File: src/rtl/serial_mode_sense.sv
module serial_mode_sense #(
  parameter int CNT_W   = 16,
  parameter int TIMEOUT = 50000
) (
  input  logic             clk,
  input  logic             rst_n,
  input  logic             rx_i,
  input  logic             start_i,
  output logic             done_o,
  output logic             mode_o,
  output logic [CNT_W-1:0] bit_per_o,
  output logic             err_o,
  output logic             rx_open_o
);
  localparam logic [CNT_W-1:0] CNT_MAX = '1;
  localparam logic [CNT_W-1:0] TO_LIM  = CNT_W'(TIMEOUT);
  localparam logic [CNT_W:0]   RND     = (CNT_W+1)'(4);
  localparam logic [CNT_W:0]   DIV9    = (CNT_W+1)'(9);

  typedef enum logic [2:0] {S_OFF, S_IDLE, S_WB, S_WC, S_WD, S_DONE} st_t;
  st_t st;

  logic rx_m, rx_s, rx_q, seen_hi;
  logic [CNT_W-1:0] cnt, t_ab, t_ac;

  wire edge_x  = rx_s ^ rx_q;
  wire fall_x  = rx_q & ~rx_s;
  wire waiting = (st == S_WB) || (st == S_WC) || (st == S_WD);
  wire expire  = waiting && !edge_x && ((cnt >= TO_LIM) || (cnt == CNT_MAX));
  wire [CNT_W-1:0] t_cd = cnt - t_ac;
  wire io_pick = t_ab > t_cd;
  wire [CNT_W:0] rnd = {1'b0, cnt} + RND;
  wire [CNT_W:0] per = io_pick ? (rnd / DIV9) : (rnd >> 3);

  assign rx_open_o = done_o & ~err_o;

  always_ff @(posedge clk) begin
    if (!rst_n) begin
      st <= S_OFF;
      rx_m <= 1'b1; rx_s <= 1'b1; rx_q <= 1'b1;
      seen_hi <= 1'b0;
      cnt <= '0; t_ab <= '0; t_ac <= '0;
      done_o <= 1'b0; mode_o <= 1'b0; err_o <= 1'b0;
      bit_per_o <= '0;
    end else begin
      rx_m <= rx_i;
      rx_s <= rx_m;
      rx_q <= rx_s;
      if (waiting && cnt != CNT_MAX) cnt <= cnt + 1'b1;
      if (expire) begin
        st <= S_DONE;
        done_o <= 1'b1;
        err_o <= 1'b1;
      end else begin
        case (st)
          S_OFF, S_DONE: if (start_i) begin
            st <= S_IDLE;
            seen_hi <= 1'b0;
            done_o <= 1'b0; err_o <= 1'b0; mode_o <= 1'b0;
            bit_per_o <= '0;
          end
          S_IDLE: begin
            if (rx_s) seen_hi <= 1'b1;
            if (seen_hi && fall_x) begin
              st <= S_WB;
              cnt <= CNT_W'(1);
            end
          end
          S_WB: if (edge_x) begin t_ab <= cnt; st <= S_WC; end
          S_WC: if (edge_x) begin t_ac <= cnt; st <= S_WD; end
          S_WD: if (edge_x) begin
            st <= S_DONE;
            done_o <= 1'b1;
            mode_o <= io_pick;
            bit_per_o <= per[CNT_W-1:0];
          end
          default: st <= S_OFF;
        endcase
      end
    end
  end


  cnt_limit_chk: assert property (@(posedge clk) disable iff (!rst_n)
    waiting |-> (cnt <= TO_LIM));


  hold_result_chk: assert property (@(posedge clk) disable iff (!rst_n)
    (st == S_DONE && !start_i) |=> (done_o && $stable(mode_o) && $stable(bit_per_o) && $stable(err_o)));


  open_gate_chk: assert property (@(posedge clk) disable iff (!rst_n)
    (st != S_DONE) |-> !rx_open_o);


  idle_first_chk: assert property (@(posedge clk) disable iff (!rst_n)
    (st == S_IDLE && !seen_hi) |=> (st == S_IDLE));


  off_quiet_chk: assert property (@(posedge clk) disable iff (!rst_n)
    (st == S_OFF) |-> (!done_o && !err_o && !rx_open_o));
endmodule

File: config.mk
export PLATFORM = sky130hd
export DESIGN_NAME = serial_mode_sense
export DESIGN_NICKNAME = d
export VERILOG_FILES = /design/src/rtl/serial_mode_sense.sv
export SDC_FILE = /design/constraint.sdc
export NUM_CORES = 1
export LEC_CHECK = 0
export BUFFER_PORTS_ARGS = -buffer_cell sky130_fd_sc_hd__clkbuf_2
export CAP_MARGIN = 20
export CELL_PAD_IN_SITES_DETAIL_PLACEMENT = 0
export CELL_PAD_IN_SITES_GLOBAL_PLACEMENT = 1
export CORE_MARGIN = 2
export CORE_UTILIZATION = 47
export CTS_CLUSTER_SIZE = 10
export DETAILED_ROUTE_END_ITERATION = 10
export GPL_ROUTABILITY_DRIVEN = 0
export PLACE_DENSITY_LB_ADDON = 0.3
export SYNTH_ARGS = -nofsm -noshare
export SYNTH_HDL_FRONTEND = slang
export SYNTH_SLANG_ARGS = --single-unit
File: constraint.sdc
create_clock -name clk -period 8.25 [get_ports clk]
set_clock_uncertainty 0.05 [all_clocks]
set_input_delay 0.825 -clock clk [delete_from_list [all_inputs] [get_ports clk]]
set_output_delay 0.825 -clock clk [all_outputs]
set_load 0.05 [all_outputs]
==> run_results.csv, run 1 <==
group,metric,value,unit
critical_path,r2r_cells,27,
clock_network,cts_num_sinks,72,
drt,wire_per_inst,17.0,µm
worst_hold_path,min_path_type,"register to register",
critical_path,reg2reg_from,"cnt[2]",
floorplan,dieHeight,121,µm
drt,drt-pass1-iter-count,5,
sta,setup_tns,0,ns
critical_path,start_kind,"register",
logic_synthesis,synth_top_cell_area_share,0.225,
floorplan,ioPinCount,24,
clock_network,clkLatencyLatePin,0.35,ns
global_routing,grt_max_degree,56,
critical_path,cp.arrival,7.99,ns
clock_network,cts_hold_buf,0,
clock_network,tritoncts,"yes",
floorplan,row_count,42,
final_layout,num-fill-cells,1292,
logic_synthesis,synthCells,844,
clock_network,numCtsBuffers,9,
power_and_ir_drop,leakage,0.00266,µW
logic_synthesis,synth_edf_count,0,
job,drv_cap,0,
logic_synthesis,synthesis.area,6400,µm²
logic_synthesis,synth_top_area_cell,"dfxtp_1",
sta,hold_viol,0,
final_layout,syn2layout_area_growth,9.60,%
logic_synthesis,synthAdderAreaFrac,0.0813,
drt,drtAntennaViolNets,0,
global_routing,grt_usage,0.243,
sta,finalSetupViolCount,0,
logic_synthesis,synth_warnings,0,
power_and_ir_drop,powerDensity,110,nW/µm²
sta,slew_headroom,0.319,
critical_path,required,8.43,ns
final_layout,nets,900,
global_routing,grt.overflow.total,0,
floorplan,start_util,0.481,
logic_synthesis,yosys-top-cells-count,"121 x nand2_1, 93 x a21oi_1, 72 x dfxtp_1, 59 x nor2_1, 41 x inv_1",
sta,drv_slew,0,
logic_synthesis,avgSynthCellArea,7.58,µm²
placement,hpwl,12.9,mm
sta,finalCriticalPeriod,7.80,ns
drt,vias,6256,
worst_hold_path,hold_path_depth,1,
critical_path,cp-end-kind,"register",
clock_network,clkTransAtPathRegs,0.06,ns
logic_synthesis,ys_ff_latch,72,
clock_network,root_buffer,"clkbuf_16",
floorplan,die_area,14600,µm²
power_and_ir_drop,fin_total_pwr,768,µW
critical_path,r2r_setup_slack,0.45,ns
sta,finalCritPeriodShare,0.946,
sta,worst_pin_slew,1.02,ns
logic_synthesis,async_reset_ff_frac,0,
global_routing,grt_pass1_vias,5817,
drt,drc,0,
global_routing,antenna_found_initial,0,
logic_synthesis,ys_seq_area_frac,0.225,
clock_network,htree_num_levels,3,
final_layout,antenna_cells,0,
logic_synthesis,synth_area_leaders,"dfxtp_1 23%, ha_1 7.8%, a21oi_1 7.3%, nand2_1 7.1%, xnor2_1 3.7%",
logic_synthesis,synthMuxAreaShare,0.0168,
final_layout,drive_above_1_share,0.128,
drt,drt_iter0_drc,483,
worst_hold_path,hold_end,"rx_s",
logic_synthesis,ys_types,106,
logic_synthesis,synth_simple_gate_area_frac,0.255,
drt,wl,17.6,mm
global_routing,grt_pass1_wl,28.8,mm
logic_synthesis,synth.most_common_cell,"nand2_1",
floorplan,core_area,13300,µm²
logic_synthesis,synth_top_family_by_area,"compound AO/OA/AOI/OAI gates",
worst_hold_path,holdCritStartpoint,"rx_m",
critical_path,crit_fanout,10,
sta,max_freq,128,MHz
logic_synthesis,synthFlopType,"dfxtp_1",
run_status,status,"finished, final reports clean",
logic_synthesis,synth_xor_area_frac,0.0694,
placement,portBuffers,21,
clock_network,clk_path_buf_depth,2,
critical_path,timing.rr.end,"bit_per_o[0]",
logic_synthesis,synth_compound_area_frac,0.297,
power_and_ir_drop,max-vdd-ir-drop,0.000121,V
floorplan,die_w,121,µm
drt,via_per_inst,6.04,
critical_path,crit_type,"register to register",
cell type report:
class	count	area, µm²	area share
Multi-Input combinational cell	690	4660	0.664
Sequential cell	72	1450	0.206
Timing Repair Buffer	38	233	0.0332
Clock buffer	10	229	0.0326
Tap cell	176	220	0.0314
Inverter	44	165	0.0235
Clock inverter	6	67.6	0.00963
metrics by stage:
step,area [µm²],utilization,std cells,setup WS (ns),hold slack [ns]
floorplan,6400,-,845,1.34,0.336
global placement,6650,0.500,1016,0.793,0.339
detailed placement,6660,0.501,1017,0.482,0.347
CTS,6950,0.523,1033,0.442,0.361
global route,7020,0.528,1036,-0.00220,0.387
finish,7020,0.528,1036,0.445,0.363
what timing repair did:
action	CTS	global route
gates resized for setup	0	8
setup buffers	0	3
endpoints found under the setup margin	0	1
cells in the final DEF (no fill, tap or decap), drive strengths merged, types with 6 or more instances in the layout:
cell type,Yosys,layout
or3,8,8
nor2b,10,10
o21a,10,10
nand2,122,122
nand3,27,27
a32oi,6,6
a21o,9,9
o22ai,7,7
o31ai,7,7
nor2,59,59
and2,11,11
xor2,21,21
ha,40,40
nand4,10,10
a211oi,7,7
a22oi,12,12
nor3,24,24
xnor2,28,28
and3,6,6
a221oi,8,8
o21ai,43,43
clkbuf,24,31
buf,15,17
a21oi,94,94
inv,43,44
nand2b,17,17
dfxtp,72,72
nor4,10,10
flip-flops by register name (all words and copies together) (netlist names):
register / count
bit_per_o: 14
cnt: 16
done_o: 1
err_o: 1
mode_o: 1
rx_m: 1
rx_q: 1
rx_s: 1
seen_hi: 1
st: 3
t_ab: 16
t_ac: 16
routing by layer:
metal	wire length [µm]	share of wire	track usage	vias up
li1	-	-	-	3093
met1	7960	0.45	0.327	2902
met2	8150	0.46	0.388	234
met3	1080	0.062	0.0491	27
met4	376	0.021	0.0821	0
met5	0	0	0	-
report_power, final:
group	internal [µW]	switching, µW
registers	349	1.80
clock network	235	161
logic	4.78	16.8
total	589	179
worst max-delay path by stage:
stage | startpoint | to | cells after the start
finish | cnt[2] | bit_per_o[0] | 27
global route | cnt[7] | bit_per_o[0] | 27
CTS | cnt[2] | bit_per_o[0] | 26
detailed placement | cnt[2] | bit_per_o[0] | 26
global placement | cnt[2] | bit_per_o[0] | 26
floorplan | cnt[3] | bit_per_o[0] | 27
critical path, stage by stage (launching register included):
cell	delay, ns
dfxtp_2	0.44
ha_1	0.30
nand4_2	0.25
or4_4	0.64
o21a_1	0.26
nor4_1	0.37
a21oi_1	0.09
o2111ai_1	0.36
mux2_2	0.44
o31ai_1	0.29
a21oi_2	0.08
a2bb2oi_2	0.19
buf_4	0.17
o311a_4	0.40
and4_1	0.24
o221a_4	0.28
o311a_1	0.34
o31ai_2	0.37
a221oi_1	0.18
a311o_1	0.42
nor3_2	0.24
o21ai_0	0.15
xnor2_1	0.23
ha_1	0.20
a21o_1	0.12
o22ai_1	0.08
a221o_1	0.29
a32o_1	0.21
cells by family after synthesis:
| logic type | after synthesis |
|---|---|
| buffers and inverters | 83 |
| AND/OR/NAND/NOR | 324 |
| multiplexers | 9 |
| AO/OA/AOI/OAI | 265 |
| adder cells (fa/ha/maj) | 41 |
| XOR/XNOR | 49 |
| other | 1 |
| flip-flops | 72 |
Power figures use the tool's default switching activity.
==> run 2, diff against run 1 <==
--- a/config.mk
+++ b/config.mk
@@ -5,15 +5,17 @@
 export SDC_FILE = /design/constraint.sdc
 export NUM_CORES = 1
 export LEC_CHECK = 0
-export BUFFER_PORTS_ARGS = -buffer_cell sky130_fd_sc_hd__clkbuf_2
+export BUFFER_PORTS_ARGS = -buffer_cell sky130_fd_sc_hd__buf_4
 export CAP_MARGIN = 20
 export CELL_PAD_IN_SITES_DETAIL_PLACEMENT = 0
 export CELL_PAD_IN_SITES_GLOBAL_PLACEMENT = 1
 export CORE_MARGIN = 2
 export CORE_UTILIZATION = 47
+export CTS_BUF_LIST = sky130_fd_sc_hd__clkbuf_4 sky130_fd_sc_hd__clkbuf_8 sky130_fd_sc_hd__clkbuf_16
 export CTS_CLUSTER_SIZE = 10
 export DETAILED_ROUTE_END_ITERATION = 10
 export GPL_ROUTABILITY_DRIVEN = 0
+export GPL_TIMING_DRIVEN = 0
 export PLACE_DENSITY_LB_ADDON = 0.3
 export SYNTH_ARGS = -nofsm -noshare
 export SYNTH_HDL_FRONTEND = slang
==> run 2 against run 1 <==
Register-to-register slack got worse by 0.13 ns. Final cell count rose by 2.7%. Flip-flop and latch count did not move. Design area rose by 3.5%. Via count rose by 2.0%. Sequential power barely moved. Routed wire length rose by 4.6%. Sequential share of layout area fell by 0.73 points. Setup slack got worse by 0.13 ns. Combinational power rose by 21%. Total power rose by 12%. Critical endpoint unchanged. Largest power group unchanged.
==> run_results.csv, run 2 (synthesis gave the netlist of run 1 again) <==
group,metric,value,unit
sta,setup_tns,0,ns
sta,hold_viol,0,
final_layout,final_cells,1064,
global_routing,grt_max_degree,13,
final_layout,num-fill-cells,1336,
final_layout,drive_above_1_share,0.127,
final_layout,layout_common_cells,"121 x nand2_1, 93 x a21oi_1, 71 x dfxtp_1",
clock_network,clk_path_buf_depth,2,
drt,drt-pass1-iter-count,5,
floorplan,ioPinCount,24,
placement,hpwl,14.1,mm
critical_path,cp.arrival,8.11,ns
placement,portBuffers,21,
power_and_ir_drop,switching_share,0.202,
clock_network,htree_num_levels,3,
global_routing,grt_usage,0.256,
critical_path,crit_type,"register to register",
clock_network,numCtsBuffers,9,
global_routing,grt_pass1_vias,6087,
clock_network,clkTransAtPathRegs,0.06,ns
clock_network,cts_num_sinks,72,
critical_path,max_stage_delay,0.47,ns
drt,vias,6383,
final_layout,antenna_cells,0,
global_routing,use_met3,0.0335,
critical_path,cp-end-kind,"register",
power_and_ir_drop,pwr-share-seq,0.405,
drt,drtAntennaViolNets,0,
power_and_ir_drop,power_frac_comb,0.030,
placement,dp.cells,1042,
global_routing,grt_use_met2,0.441,
floorplan,row_count,42,
critical_path,start_kind,"register",
sta,finalCriticalPeriod,7.93,ns
final_layout,nets,928,
sta,drv_slew,0,
power_and_ir_drop,intPower,689,µW
power_and_ir_drop,p_sw,174,µW
final_layout,syn2layout_area_growth,13.4,%
run_status,status,"finished, final reports clean",
drt,wl,18.4,mm
global_routing,grt_pass1_wl,30.3,mm
job,drv_cap,0,
floorplan,dieHeight,121,µm
drt,wire_per_inst,17.3,µm
global_routing,grt.overflow.total,0,
clock_network,clkLatencyLatePin,0.34,ns
clock_network,cts_hold_buf,0,
floorplan,core_area,13300,µm²
sta,finalSetupViolCount,0,
drt,via_per_inst,6.00,
global_routing,grt.busiest_layer,"met2",
final_layout,final_common_cell,"nand2_1",
critical_path,crit_family,"compound AO/OA/AOI/OAI gates",
worst_hold_path,min_path_type,"register to register",
drt,drt_iter0_drc,492,
drt,drc,0,
power_and_ir_drop,leakage,0.00277,µW
sta,finalCritPeriodShare,0.962,
final_layout,fin_util,0.546,
critical_path,crit_fanout,10,
global_routing,antenna_found_initial,0,
clock_network,tritoncts,"yes",
global_routing,grt_use_met1,0.331,
critical_path,path_buf_inv,2,
sta,max_freq,126,MHz
clock_network,root_buffer,"clkbuf_16",
critical_path,slowest_stage,"a221o_1",
floorplan,die_w,121,µm
floorplan,die_area,14600,µm²
floorplan,start_util,0.481,
power_and_ir_drop,powerDensity,119,nW/µm²
power_and_ir_drop,max-vdd-ir-drop,0.000112,V
sta,fin_hold_ws,0.368,ns
power_and_ir_drop,clkPwrFrac,0.564,
critical_path,required,8.43,ns
sta,slew_headroom,0.408,
final_layout,reg_top3,"cnt: 16 flops, t_ab: 16 flops, t_ac: 16 flops",
sta,worst_pin_slew,0.881,ns
[run 2: cell count changes in the layout (fill, tap and decap cells not counted), moves of 2 or more]
cell / delta
buf_4: +13
clkbuf_4: +3
buf_2: +8
bufinv_16: +3
o21ai_1: +2
dfxtp_2: -2
clkbuf_2: -21
clkinvlp_4: -2
clkbuf_1: +23
dfxtp_1: +2
[run 2: final cells by class]
type                       count  area, µm²  area share
sequential                    72       1440       0.199
inverter                      44        165      0.0227
clock buffer                  11        240      0.0331
tap                          176        220      0.0303
multi-input combinational    690       4670       0.643
buffer                        39        183      0.0252
timing repair buffer          27        209      0.0288
clock inverter                 5        129      0.0177
[run 2: path summary, 6_finish.rpt]
kind               start  cells past startpoint            to  slack [ns]
setup / recovery  cnt[3]                     28  bit_per_o[0]        0.32
hold / removal      rx_m                      1          rx_s        0.37
setup reg to reg  cnt[3]                     28  bit_per_o[0]        0.32
hold reg to reg     rx_m                      1          rx_s        0.37
[run 2: layer usage]
| metal | part of all wire | wire length [µm] | vias to the layer above |
|---|---|---|---|
| li1 | - | - | 3162 |
| met1 | 0.46 | 8450 | 3028 |
| met2 | 0.48 | 8820 | 168 |
| met3 | 0.042 | 775 | 25 |
| met4 | 0.018 | 329 | 0 |
| met5 | 0 | 0 | - |
[run 2: worst reg2reg max path, delay by kind of cell (launching register included)]
family                   cells  cell delay (ns)
AO/OA/AOI/OAI               16             4.04
AND/OR/NAND/NOR              5             1.39
XOR/XNOR                     2             0.62
adder cells (fa/ha/maj)      2             0.53
buffers and inverters        2             0.47
flip-flops                   1             0.44
multiplexers                 1             0.28
[run 2: repair_timing]
item / 4_1_cts / 5_1_grt
endpoints found under the setup margin: 0 / 1
gates resized for setup: 0 / 10
setup buffers: 0 / 4
[run 2: power groups by stage]
stage	Clock, µW	Combinational [µW]	Sequential [µW]
final	488	26.1	350
after global routing	508	28.5	350
after CTS	495	25.7	350
after detailed placement	0	25.6	358
after global placement	0	25.3	358
after floorplan	0	16.9	358
[run 2: stage by stage]
step	area, µm²	power [µW]	setup WS (ns)
after floorplan	6400	374	1.34
after global placement	6780	383	0.441
after detailed placement	6780	383	0.313
after CTS	7150	871	0.284
after global routing	7260	887	-0.0318
final	7260	864	0.317
